### src/rtl/twm_pkg.sv
// Package: shared types for the two-wire condition monitor.
// Assumes: consumers import it before use.
package twm_pkg;
    // Pair of single-cycle condition strobes from the detector.
    typedef struct packed {
        logic start;
        logic stop;
    } cond_t;

    // Bit order of the line bundle passed through the synchronizer.
    localparam int LINE_W   = 2;
    localparam int SCL_BIT  = 1;
    localparam int SDA_BIT  = 0;
endpackage

### src/rtl/twm_sync.sv
// Module: twm_sync
// Brings asynchronous line levels into the clk domain through a shift chain.
// Assumes: STAGES >= 2; the reset value models an idle (high) bus.
module twm_sync #(
    parameter int              WIDTH     = 2,
    parameter int              STAGES    = 2,
    parameter logic [WIDTH-1:0] RESET_VAL = '1
) (
    input  logic             clk,
    input  logic             rst_n,
    input  logic [WIDTH-1:0] d,
    output logic [WIDTH-1:0] q
);
    logic [STAGES-1:0][WIDTH-1:0] chain_q;

    // Shift the raw levels one stage per clock.
    always_ff @(posedge clk) begin
        if (!rst_n) begin
            chain_q <= {STAGES{RESET_VAL}};
        end else begin
            chain_q <= {chain_q[STAGES-2:0], d};
        end
    end

    assign q = chain_q[STAGES-1];
endmodule

### src/rtl/twm_cond_detect.sv
// Module: twm_cond_detect
// Finds start and stop conditions by comparing the synchronized lines
// with their previous sample.
// Assumes: inputs already synchronized; SCL must be high in both samples.
module twm_cond_detect
    import twm_pkg::*;
(
    input  logic  clk,
    input  logic  rst_n,
    input  logic  scl_s,
    input  logic  sda_s,
    output cond_t cond
);
    logic scl_prev;
    logic sda_prev;

    // Hold the previous sample of both lines.
    always_ff @(posedge clk) begin
        if (!rst_n) begin
            scl_prev <= 1'b1;
            sda_prev <= 1'b1;
        end else begin
            scl_prev <= scl_s;
            sda_prev <= sda_s;
        end
    end

    // Decode the data-line edge under a steady-high clock line.
    always_comb begin
        cond.start = scl_s & scl_prev &  sda_prev & ~sda_s;
        cond.stop  = scl_s & scl_prev & ~sda_prev &  sda_s;
    end


    scl_rise_quiet_chk: assert property (@(posedge clk) disable iff (!rst_n)
        $rose(scl_s) |-> (!cond.start && !cond.stop));
endmodule

### src/rtl/twm_flags.sv
// Module: twm_flags
// Holds the start-seen and stop-seen flags and produces the stop pulse.
// Assumes: cond strobes last one cycle; en is already in the clk domain.
module twm_flags
    import twm_pkg::*;
(
    input  logic  clk,
    input  logic  rst_n,
    input  logic  en,
    input  cond_t cond,
    output logic  start_q,
    output logic  stop_q,
    output logic  stop_evt
);
    // Update the flags from the strobes; disable or reset wipes history.
    always_ff @(posedge clk) begin
        if (!rst_n || !en) begin
            start_q  <= 1'b0;
            stop_q   <= 1'b0;
            stop_evt <= 1'b0;
        end else begin
            stop_evt <= cond.stop;
            if (cond.start) begin
                start_q <= 1'b1;
                stop_q  <= 1'b0;
            end else if (cond.stop) begin
                start_q <= 1'b0;
                stop_q  <= 1'b1;
            end
        end
    end


    disable_clears_chk: assert property (@(posedge clk) disable iff (!rst_n)
        !en |=> (!start_q && !stop_q && !stop_evt));

    start_sets_chk: assert property (@(posedge clk) disable iff (!rst_n)
        (en && cond.start) |=> (start_q && !stop_q));

    flags_exclusive_chk: assert property (@(posedge clk) disable iff (!rst_n)
        !(start_q && stop_q));

    evt_with_stop_chk: assert property (@(posedge clk) disable iff (!rst_n)
        stop_evt |-> stop_q);

    evt_single_chk: assert property (@(posedge clk) disable iff (!rst_n)
        stop_evt |=> !stop_evt);
endmodule

### src/rtl/twowire_cond_monitor.sv
// Module: twowire_cond_monitor (top)
// Synchronizes SCL/SDA, detects start and stop conditions, keeps the
// last-condition flags and reports whether the bus may be claimed.
// Assumes: SYNC_STAGES >= 2; the bus idles high.
module twowire_cond_monitor
    import twm_pkg::*;
#(
    parameter int SYNC_STAGES = 2
) (
    input  logic clk,
    input  logic rst_n,
    input  logic en,
    input  logic scl_in,
    input  logic sda_in,
    output logic start_flag,
    output logic stop_flag,
    output logic bus_free,
    output logic stop_evt
);
    logic [LINE_W-1:0] lines_raw;
    logic [LINE_W-1:0] lines_s;
    cond_t             cond;

    // Bundle the raw lines for the synchronizer.
    always_comb begin
        lines_raw          = '0;
        lines_raw[SCL_BIT] = scl_in;
        lines_raw[SDA_BIT] = sda_in;
    end

    twm_sync #(
        .WIDTH     (LINE_W),
        .STAGES    (SYNC_STAGES),
        .RESET_VAL ({LINE_W{1'b1}})
    ) sync_i (
        .clk   (clk),
        .rst_n (rst_n),
        .d     (lines_raw),
        .q     (lines_s)
    );

    twm_cond_detect det_i (
        .clk   (clk),
        .rst_n (rst_n),
        .scl_s (lines_s[SCL_BIT]),
        .sda_s (lines_s[SDA_BIT]),
        .cond  (cond)
    );

    twm_flags flags_i (
        .clk      (clk),
        .rst_n    (rst_n),
        .en       (en),
        .cond     (cond),
        .start_q  (start_flag),
        .stop_q   (stop_flag),
        .stop_evt (stop_evt)
    );

    // Free after a stop, or when no condition has been seen.
    assign bus_free = stop_flag | ~(start_flag | stop_flag);


    low_clock_quiet_chk: assert property (@(posedge clk) disable iff (!rst_n)
        (en && !lines_s[SCL_BIT]) |=> ($stable(start_flag) && $stable(stop_flag)));

    busy_after_start_chk: assert property (@(posedge clk) disable iff (!rst_n)
        start_flag |-> !bus_free);
endmodule

### config.mk
export PLATFORM = sky130hd
export DESIGN_NAME = twowire_cond_monitor
export DESIGN_NICKNAME = d
export VERILOG_FILES = /design/src/rtl/twm_pkg.sv /design/src/rtl/twm_sync.sv /design/src/rtl/twm_cond_detect.sv /design/src/rtl/twm_flags.sv /design/src/rtl/twowire_cond_monitor.sv
export SDC_FILE = /design/constraint.sdc
export NUM_CORES = 1
export LEC_CHECK = 0
export BUFFER_PORTS_ARGS = -buffer_cell sky130_fd_sc_hd__buf_2
export CAP_MARGIN = 20
export CORE_AREA = 4 4 41 43
export DETAILED_ROUTE_END_ITERATION = 16
export DIE_AREA = 0 0 45 47
export PLACE_DENSITY_LB_ADDON = 0.05
export SYNTH_ARGS = -nofsm -noshare
export SYNTH_HDL_FRONTEND = slang
export SYNTH_SLANG_ARGS = --single-unit
### constraint.sdc
create_clock -name clk -period 1.8 [get_ports clk]
set_clock_uncertainty 0.1 [all_clocks]
set_input_delay 0.09 -clock clk [delete_from_list [all_inputs] [get_ports clk]]
set_output_delay 0.09 -clock clk [all_outputs]
set_load 0.03 [all_outputs]
# [Word-level counts from Yosys, hierarchy flattened]
# Cells that the tools add are included.
[totals] wordCells=24 out_inout_bits=4 input_bits=5 reg_bits=9
[classes] n_mux=2 bitwise=10 reduce_logical=5
[op_table] operator="$and A1 B1 Y1" count=5
[op_table] operator="$not A1 Y1" count=3
[op_table] operator="$logic_not A1 Y1" count=2
[op_table] operator="$mux W1" count=2
[op_table] operator="$or A1 B1 Y1" count=2
[op_table] operator="$reduce_bool A2 Y1" count=1
[op_table] operator="$reduce_or A2 Y1" count=1
[op_table] operator="$logic_or A1 B1 Y1" count=1

# [Longest topological paths before layout]
# Gate-level depths: netlist of the first run.
[logic_depth] ltp_word=5 mapped_depth=3 depth_no_buf=3

# [Hierarchy]
# A second synthesis of the first run with hierarchy kept.
[hier_totals] cells_unflattened=27 hier_area_um2=297.8
[modules_own_cells] mod="twm_sync" area_each_um2=120.1 instances=1 cells_each=10
[modules_own_cells] mod="twm_flags" area_each_um2=98.8 instances=1 cells_each=10
[modules_own_cells] mod="twm_cond_detect" area_each_um2=72.6 instances=1 cells_each=6
[modules_own_cells] mod="twowire_cond_monitor" area_each_um2=6.3 instances=1 cells_each=1

# [Worst setup path after synthesis of the first run]
# Ideal clock, no wire load.
[synth_timing] path_type="reg-to-output" start="register flags_i.stop_q" end="output port bus_free" path_slack_ns=0.765 t_required_ns=1.610 stages_incl_launch_ff=2 t_arrival_ns=0.845 cell_sequence="dfxtp_1 nand2b_1"
[synth_between] elab_chain_cells=3
[synth_lines] element="from (decl)" line="twm_flags.sv:12" text="output logic stop_q,"
[synth_lines] element="from (signal assigned)" line="twm_flags.sv:19" text="stop_q <= 1'b0;"
[synth_lines] element="from (signal assigned)" line="twm_flags.sv:25" text="stop_q <= 1'b0;"
[synth_lines] element="from (signal assigned)" line="twm_flags.sv:28" text="stop_q <= 1'b1;"
[synth_lines] element="$or A1 B1 Y1" line="twowire_cond_monitor.sv:61" text="assign bus_free = stop_flag | ~(start_flag | stop_flag);"
[synth_lines] element="$not A1 Y1" line="twowire_cond_monitor.sv:61"
[synth_lines] element="$or A1 B1 Y1 (*)" line="twowire_cond_monitor.sv:61"
[synth_lines] element="to (decl)" line="twowire_cond_monitor.sv:17" text="output logic bus_free,"
# Every way passes the cells marked *; elsewhere a longest branch is shown, timed or not.

# [Worst setup path in the final report of the first run]
# Same ends and word-level chain as after synthesis.

==> results of run 1 <==
-- report_power, final --
part           leakage [uW]  internal, uW  total, uW  switching (uW)
registers         0.0000738           206        209            3.83
clock network     0.0000150          85.2        153            67.3
logic             0.0000870          14.7       27.4            12.8
total              0.000176           305        389            83.9
-- stage by stage --
stage | hold slack [ns] | cells
2_1_floorplan | 0.0864 | 26
5_1_grt | 0.0270 | 55
3_3_place_gp | 0.170 | 49
4_1_cts | 0.00311 | 55
6_report | 0.0130 | 55
3_5_place_dp | 0.169 | 49
-- registers in the layout (all words and copies together), names as in the netlist --
register / count
flags_i.stop_q: 1
flags_i.start_q: 1
det_i.scl_prev: 1
flags_i.stop_evt: 1
det_i.sda_prev: 1
sync_i.chain_q: 2
sync_i.q: 2
-- kinds of logic after synthesis --
kind of cell     Yosys count  share of synthesized area
flip-flops                 9                      0.593
AND/OR/NAND/NOR           13                      0.288
AO/OA/AOI/OAI              4                      0.119
-- critical path, stage by stage, from the launching register on --
cell,delay (ns)
dfxtp_1,0.36
nand2b_1,0.11
buf_2,0.19
-- layout make-up --
type	count	area [sq um]
Timing Repair Buffer	10	60.1
Fill cell	151	892
Multi-Input combinational cell	17	124
Sequential cell	9	180
Tap cell	15	18.8
Clock buffer	4	26.3
-- per-layer routing --
layer | vias to the layer above | wire length (um)
met3 | 2 | 61
met1 | 99 | 213
met5 | - | 0
met4 | 0 | 15
li1 | 120 | -
met2 | 11 | 211
-- worst min path at each step --
stage / endpoint / start / slack [ns] / depth (start not counted)
after global routing: flags_i.stop_evt / en / 0.03 / 3
after floorplan: sync_i.chain_q[0] / sda_in / 0.09 / 1
final: flags_i.start_q / en / 0.01 / 3
after global placement: sync_i.chain_q[1] / scl_in / 0.17 / 2
after detailed placement: sync_i.chain_q[1] / scl_in / 0.17 / 2
after CTS: flags_i.start_q / en / 0.003 / 3
-- cell usage in the layout (no fill, tap or decap) --
cell / synthesis / final
or2b_2: 1 / 1
and3b_2: 1 / 1
nor3_1: 1 / 1
clkbuf_4: 0 / 3
nand2_1: 1 / 1
o21ai_2: 1 / 1
or2b_1: 5 / 5
buf_2: 0 / 8
a31oi_1: 1 / 1
dfxtp_1: 9 / 9
nand2b_1: 1 / 1
dlygate4sd3_1: 0 / 2
o32ai_2: 1 / 1
clkbuf_1: 0 / 1
nand2_2: 1 / 1
a21oi_1: 1 / 1
nand3_1: 2 / 2
-- repair_timing --
action | in CTS | in global routing
hold buffers | 2 | 0
endpoints found under the hold margin | 2 | 0
resized for setup | 0 | 0
==> impl_metrics.tcl, run 1 <==
set metrics [dict create \
    status "completed" \
    dieWidth_um 45 \
    dp_slack_ns 0.822 \
    vdd_drop_max_mv 0.364 \
    diodes 0 \
    synth_flop_cell "dfxtp_1" \
    slew_headroom 0.884 \
    utilization 0.314 \
    grt_pass1_vias 234 \
    max-cap-violations 0 \
    htreeDepth 1 \
    final_nets 46 \
    clock-sinks 9 \
    p_per_area_mw_per_mm2 952 \
    synthCells 26 \
    die_area_sq_mm 0.00212 \
    insertion_delay_ns 0.25 \
    cts_tree "yes" \
    io_buffers 8 \
    synth_top_area_frac 0.593 \
    ys_seq_elements 9 \
    io_pins 9 \
    crit_path_start_kind "flip-flop" \
    r2r-start "sync_i.q[0]" \
    worst_pin_slew_ns 0.174 \
    cts_setup_buffers 0 \
    fin_crit_sh 0.613 \
    antenna_found_initial 0 \
    fin_ws_ns 0.697 \
    hp-class "in -> reg" \
    drc 0 \
    yosys-top-cells-count "9 x dfxtp_1, 5 x or2b_1, 2 x nand3_1" \
    r2r_setup_slack_ns 0.82 \
    cp_max_fo 4 \
    grt_usage 0.0634 \
    grt_pass1_wl_um 910 \
    grt.overflow.total 0 \
    p_total_uw 389 \
    p_leak_uw 0.000176 \
    crit_path_end "bus_free" \
    wl_per_cell_um 9.11 \
    synth_seq_area_share 0.593 \
    gr-usage-met3 0.0268 \
    r2r-end "flags_i.start_q" \
    vias_per_cell 4.22 \
    cp.required_ns 1.61 \
    synthArstFlopShare 0 \
    globalplace.congestion 0.723 \
    synth.distinct_cells 13 \
    area_delta_synth_final_pct 34.6 \
    yosys.area.top_type "dfxtp_1" \
    cts_made_buffers 3 \
    ant_nets 0 \
    fin_crit_ns 1.10 \
    critical_path_class "reg -> out" \
    grt_busiest_layer "met2" \
    rsz0062_at_grt "false" \
    use_met2 0.0960 \
    final-setup-viol-count 0 \
    ff2ff_path_depth 3 \
    wl_um 501 \
    drive_gt1_frac 0.400 \
    worstSetupStartpoint "flags_i.stop_q" \
    core-area_sq_mm 0.00130 \
    clk_pin_slew_ns 0.06 \
    synth_edf_count 0 \
    cp.arrival_ns 0.91 \
    ys_warn_count 0 \
    synth_nets 31 \
    finalMaxSlewViolations 0 \
    fp.dieH_um 47 \
    first_iter_violations 1 \
    gr-usage-met1 0.0619 \
    syn-mean-instance-area_sq_um 11.7 \
    final_area_sq_um 409 \
    tns_ns 0 \
    cts-root-buf "clkbuf_4" \
    synth_area_leaders "dfxtp_1 59%, or2b_1 12%, o32ai_2 5.3%" \
    cts_buffer_depth 2 \
    num_vias 232 \
    start_util 0.234 \
    endpoint_kind "output port" \
    rows 13 \
    syn_area_sq_um 304 \
    grt_start_max_net_pins 9 \
    dpl_cell_area_sq_um 363 \
    yosysMostFrequentCell "dfxtp_1" \
    dr.pass1.iters 2 \
    hold_viol 0 \
    timing.fmax_ghz 0.906 \
]
Note: power is estimated with default switching activity, not from simulation.
==> run 2, diff against run 1 <==
--- a/config.mk
+++ b/config.mk
@@ -5,6 +5,7 @@
 export SDC_FILE = /design/constraint.sdc
 export NUM_CORES = 1
 export LEC_CHECK = 0
+export ABC_AREA = 1
 export BUFFER_PORTS_ARGS = -buffer_cell sky130_fd_sc_hd__buf_2
 export CAP_MARGIN = 20
 export CORE_AREA = 4 4 41 43
==> constraint.sdc (replaced) <==
create_clock -name clk -period 0.9 [get_ports clk]
set_clock_uncertainty 0.1 [all_clocks]
set_input_delay 0.045 -clock clk [delete_from_list [all_inputs] [get_ports clk]]
set_output_delay 0.045 -clock clk [all_outputs]
set_load 0.03 [all_outputs]
==> impl_metrics.tcl, run 2 <==
set metrics [dict create \
    wl_per_cell_um 7.46 \
    final-setup-viol-count 2 \
    synth.distinct_cells 9 \
    worst_pin_slew_ns 0.214 \
    io_pins 9 \
    io_buffers 8 \
    synth_area_leaders "dfxtp_1 62%, nand2_1 14%, inv_1 7.7%" \
    finalMaxSlewViolations 0 \
    core-area_sq_mm 0.00130 \
    drc 0 \
    synthArstFlopShare 0 \
    grt_usage 0.0666 \
    cp.arrival_ns 0.80 \
    clk_pin_slew_ns 0.06 \
    rsz0062_at_grt "true" \
    cts-root-buf "clkbuf_4" \
    hold_viol 1 \
    grt_pass1_vias 242 \
    ff2ff_path_depth 5 \
    max-cap-violations 0 \
    syn-mean-instance-area_sq_um 8.13 \
    yosys.area.top_type "dfxtp_1" \
    grt.overflow.total 0 \
    rows 13 \
    critical_path_class "reg -> out" \
    final_nets 58 \
    r2r-start "sync_i.q[0]" \
    vdd_drop_max_mv 0.749 \
    synthCells 36 \
    clock-sinks 9 \
    utilization 0.356 \
    hp-class "in -> reg" \
    num_vias 255 \
    violations "negative hold slack, negative setup slack" \
    r2r_setup_slack_ns 0.07 \
    area_delta_synth_final_pct 58.1 \
    crit_path_end "bus_free" \
    grt_pass1_wl_um 972 \
    synth_top_area_frac 0.615 \
    vias_per_cell 3.81 \
    cts_made_buffers 3 \
    timing.fmax_ghz 1.06 \
    antenna_found_initial 0 \
    slew_headroom 0.858 \
    fin_ws_ns -0.0402 \
    fp.dieH_um 47 \
    ctsHoldBuffers 4 \
    crit_path_top_delay_cell "dfxtp_2" \
    cp_num_cells 3 \
    worstSetupStartpoint "flags_i.stop_q" \
    crit_path_start_kind "flip-flop" \
    synth_flop_cell "dfxtp_1" \
    cts_buffer_depth 2 \
    holdWs_ns -0.0361 \
    p_leak_uw 0.000229 \
    insertion_delay_ns 0.25 \
    cp.required_ns 0.75 \
    path_buf_inv 2 \
    hpwl_um 356 \
    yosys-top-cells-count "11 x nand2_1, 9 x dfxtp_1, 6 x inv_1" \
    synth_seq_area_share 0.615 \
    ys_seq_elements 9 \
    endpoint_kind "output port" \
    cts_tree "yes" \
    synth_edf_count 0 \
    fin_crit_sh 1.04 \
    wl_um 500 \
    die_area_sq_mm 0.00212 \
    grt_start_max_net_pins 7 \
    fin_crit_ns 0.940 \
    yosysMostFrequentCell "nand2_1" \
    final_common_cell "nand2_1" \
    r2r-end "flags_i.start_q" \
    mostFrequentLayoutCells "8 x nand2_1, 6 x dfxtp_2, 5 x inv_1, 4 x nand2_2, 4 x buf_2" \
    first_iter_violations 1 \
    dr.pass1.iters 4 \
    cp_cell_sequence "inv_2, nand2_2, buf_6" \
    ys_warn_count 0 \
    status "complete, but fails checks" \
    diodes 0 \
    start_util 0.225 \
    drive_gt1_frac 0.500 \
    slowest_delay_ns 0.34 \
    synth_nets 41 \
    htreeDepth 1 \
    globalplace.congestion 0.587 \
    ant_nets 0 \
    p_per_area_mw_per_mm2 1710 \
    syn_area_sq_um 293 \
    dieWidth_um 45 \
    crit_family "flip-flops" \
    cp_max_fo 3 \
    nFillCells 155 \
]
run 2: stage by stage:
stage               setup TNS (ns)  instance area (sq um)  power [uW]  instances  setup WS (ns)
global placement                 0                    355         470         59         0.0253
finish                     -0.0725                    463         792         67        -0.0402
CTS                         -0.103                    435         800         67        -0.0549
global route                -0.196                    463         831         67         -0.101
detailed placement               0                    355         472         59         0.0281
floorplan                        0                    297         453         36         0.0286
run 2: cells by family after synthesis:
logic type             synth area share
AND/OR/NAND/NOR                   0.235
buffers and inverters             0.115
flip-flops                        0.615
AO/OA/AOI/OAI                    0.0342
run 2: how the worst min path moves through the flow:
stage               startpoint                 to  slack, ns  depth (start not counted)
floorplan                rst_n  sync_i.chain_q[0]       0.01                          1
global placement        scl_in  sync_i.chain_q[1]       0.11                          3
detailed placement      sda_in  sync_i.chain_q[0]       0.13                          3
CTS                      rst_n    flags_i.start_q      -0.04                          3
global route             rst_n    flags_i.start_q      -0.04                          3
finish                   rst_n    flags_i.start_q      -0.04                          3
run 2: area by class of cell:
cell class | instances | area (sq um) | area share
Multi-Input combinational cell | 18 | 93.8 | 0.203
Inverter | 9 | 36.3 | 0.0784
Tap cell | 15 | 18.8 | 0.0405
Clock buffer | 4 | 26.3 | 0.0568
Timing Repair Buffer | 12 | 100 | 0.216
Sequential cell | 9 | 188 | 0.405
run 2: where the power goes:
part           leakage (uW)  internal [uW]  switching, uW
Combinational      0.000141           35.3           33.0
Sequential        0.0000732            412           6.64
Clock             0.0000150            170            134
Total              0.000229            618            174
run 2: routing by layer:
layer | wire length [um] | up-vias | GRT usage
met5 | 0 | - | 0
met1 | 238 | 110 | 0.0826
li1 | - | 137 | -
met2 | 211 | 8 | 0.0847
met4 | 0 | 0 | 0.0702
met3 | 50 | 0 | 0.0230
run 2: what timing repair did:
item	in CTS	in global routing
setup buffers	0	1
gates cloned	0	0
hold endpoints to repair	8	1
pin swaps	0	2
setup endpoints to repair	3	12
gates resized for setup	6	12
run 2: worst reg2reg max path, delay by kind of cell, from the launching register on:
family / cells / cell delay (ns)
buffers and inverters: 1 / 0.04
flip-flops: 1 / 0.34
AO/OA/AOI/OAI: 1 / 0.05
AND/OR/NAND/NOR: 3 / 0.18
==> run 3, diff against run 2 <==
--- a/config.mk
+++ b/config.mk
@@ -5,7 +5,6 @@
 export SDC_FILE = /design/constraint.sdc
 export NUM_CORES = 1
 export LEC_CHECK = 0
-export ABC_AREA = 1
 export BUFFER_PORTS_ARGS = -buffer_cell sky130_fd_sc_hd__buf_2
 export CAP_MARGIN = 20
 export CORE_AREA = 4 4 41 43
==> impl_metrics.tcl, run 3 (synthesis gave the netlist of run 1 again) <==
set metrics [dict create \
    status "complete, but fails checks" \
    violations "negative setup slack" \
    p_leak_uw 0.000208 \
    cts_tree "yes" \
    dpl_cell_area_sq_um 377 \
    first_iter_violations 3 \
    rsz0062_at_grt "true" \
    fp.dieH_um 47 \
    r2r-start "det_i.scl_prev" \
    final_cells 60 \
    cts-root-buf "clkbuf_4" \
    finalMaxSlewViolations 0 \
    clk_pin_slew_ns 0.06 \
    pwr-share-seq 0.526 \
    holdPathEnd "flags_i.start_q" \
    die_area_sq_mm 0.00212 \
    num_vias 258 \
    fin_crit_sh 1.11 \
    fin_ws_ns -0.0952 \
    slew_headroom 0.887 \
    htreeDepth 1 \
    io_buffers 8 \
    hold_path_depth 3 \
    ant_nets 0 \
    wl_um 550 \
    hold_viol 0 \
    switching_share 0.216 \
    antenna_found_initial 0 \
    fin_crit_ns 0.995 \
    dp_cells 50 \
    cp.arrival_ns 0.85 \
    vias_per_cell 4.30 \
    clock-sinks 9 \
    internal-power_uw 625 \
    p_switching_uw 172 \
    critical_path_class "reg -> out" \
    cts_made_buffers 3 \
    drc 0 \
    p_per_area_mw_per_mm2 1610 \
    ff2ff_path_depth 3 \
    grt_start_max_net_pins 9 \
    rows 13 \
    clockPowerShare 0.382 \
    grt_usage 0.0682 \
    p_comb_frac 0.092 \
    vdd_drop_max_mv 0.645 \
    dieWidth_um 45 \
    mostFrequentLayoutCells "5 x or2b_1, 5 x buf_2, 5 x buf_4, 4 x dfxtp_2, 4 x dfxtp_1" \
    cts_buffer_depth 2 \
    core-area_sq_mm 0.00130 \
    worstHoldStart "rst_n" \
    drive_gt1_frac 0.600 \
    area_delta_synth_final_pct 63.0 \
    grt.overflow.total 0 \
    final_nets 51 \
    diodes 0 \
    io_pins 9 \
    hp-class "in -> reg" \
    cp_cell_sequence "nand2b_4, buf_6" \
    dr.pass1.iters 2 \
    nFillCells 145 \
    worst_pin_slew_ns 0.169 \
    r2r_setup_slack_ns -0.05 \
    cp_max_fo 4 \
    p_total_uw 797 \
    timing.fmax_ghz 1.00 \
    cp.required_ns 0.75 \
    grt_pass1_wl_um 945 \
    start_util 0.234 \
    grt_pass1_vias 236 \
    final-setup-viol-count 4 \
    slowest_delay_ns 0.33 \
    crit_path_top_delay_cell "dfxtp_2" \
    max-cap-violations 0 \
    wl_per_cell_um 9.17 \
    globalplace.congestion 0.623 \
    r2r-end "flags_i.start_q" \
    insertion_delay_ns 0.25 \
    final_area_sq_um 495 \
    endpoint_kind "output port" \
    crit_path_start_kind "flip-flop" \
]
## run 3: power groups by stage
stage | logic [uW] | registers [uW] | clock network (uW)
floorplan | 26.8 | 431 | 0
global placement | 51.4 | 428 | 0
detailed placement | 51.9 | 429 | 0
CTS | 73.7 | 420 | 316
global route | 81.2 | 421 | 340
finish | 73.3 | 420 | 304
## run 3: layout make-up
type / instances / area [sq um] / share of cell area
clock buffer: 4 / 26.3 / 0.0530
tap: 15 / 18.8 / 0.0379
timing repair buffer: 15 / 115 / 0.232
multi-input combinational: 17 / 146 / 0.295
sequential: 9 / 189 / 0.381
## run 3: worst max path at each step
stage,slack (ns),start,end,cells after the start
2_1_floorplan,-0.002,sync_i.q[0],flags_i.start_q,3
3_3_place_gp,-0.02,sync_i.q[1],flags_i.start_q,3
3_5_place_dp,-0.03,sync_i.q[1],flags_i.start_q,3
4_1_cts,-0.10,flags_i.stop_q,bus_free,2
5_1_grt,-0.12,flags_i.stop_q,bus_free,2
6_report,-0.1,flags_i.stop_q,bus_free,2
## run 3: stage by stage
step | utilization | worst slack (ns) | hold WS [ns] | TNS, ns
6_report | 0.381 | -0.0952 | 0.00314 | -0.206
3_3_place_gp | 0.289 | -0.0249 | 0.125 | -0.0279
3_5_place_dp | 0.289 | -0.0301 | 0.128 | -0.0301
4_1_cts | 0.379 | -0.100 | 0.00745 | -0.220
2_1_floorplan | - | -0.00214 | 0.0414 | -0.00214
5_1_grt | 0.381 | -0.121 | 0.00804 | -0.349
## run 3: critical path, delay by kind of cell (launching register included)
family / cells / cell delay [ns]
DFF: 1 / 0.33
and+or+nand+nor: 1 / 0.13
buffers and inverters: 1 / 0.13
## run 3: what timing repair did
action / CTS / global route
setup buffers: 3 / 0
endpoints found under the hold margin: 5 / 3
gates resized for setup: 10 / 2
hold buffers: 3 / 1
cloned: 0 / 0
setup endpoints to repair: 5 / 6
## run 3: per-layer routing
metal  track usage  routed length (um)
met5             0                   0
met1        0.0529                 218
met2         0.119                 261
met3        0.0575                  60
met4        0.0351                   9
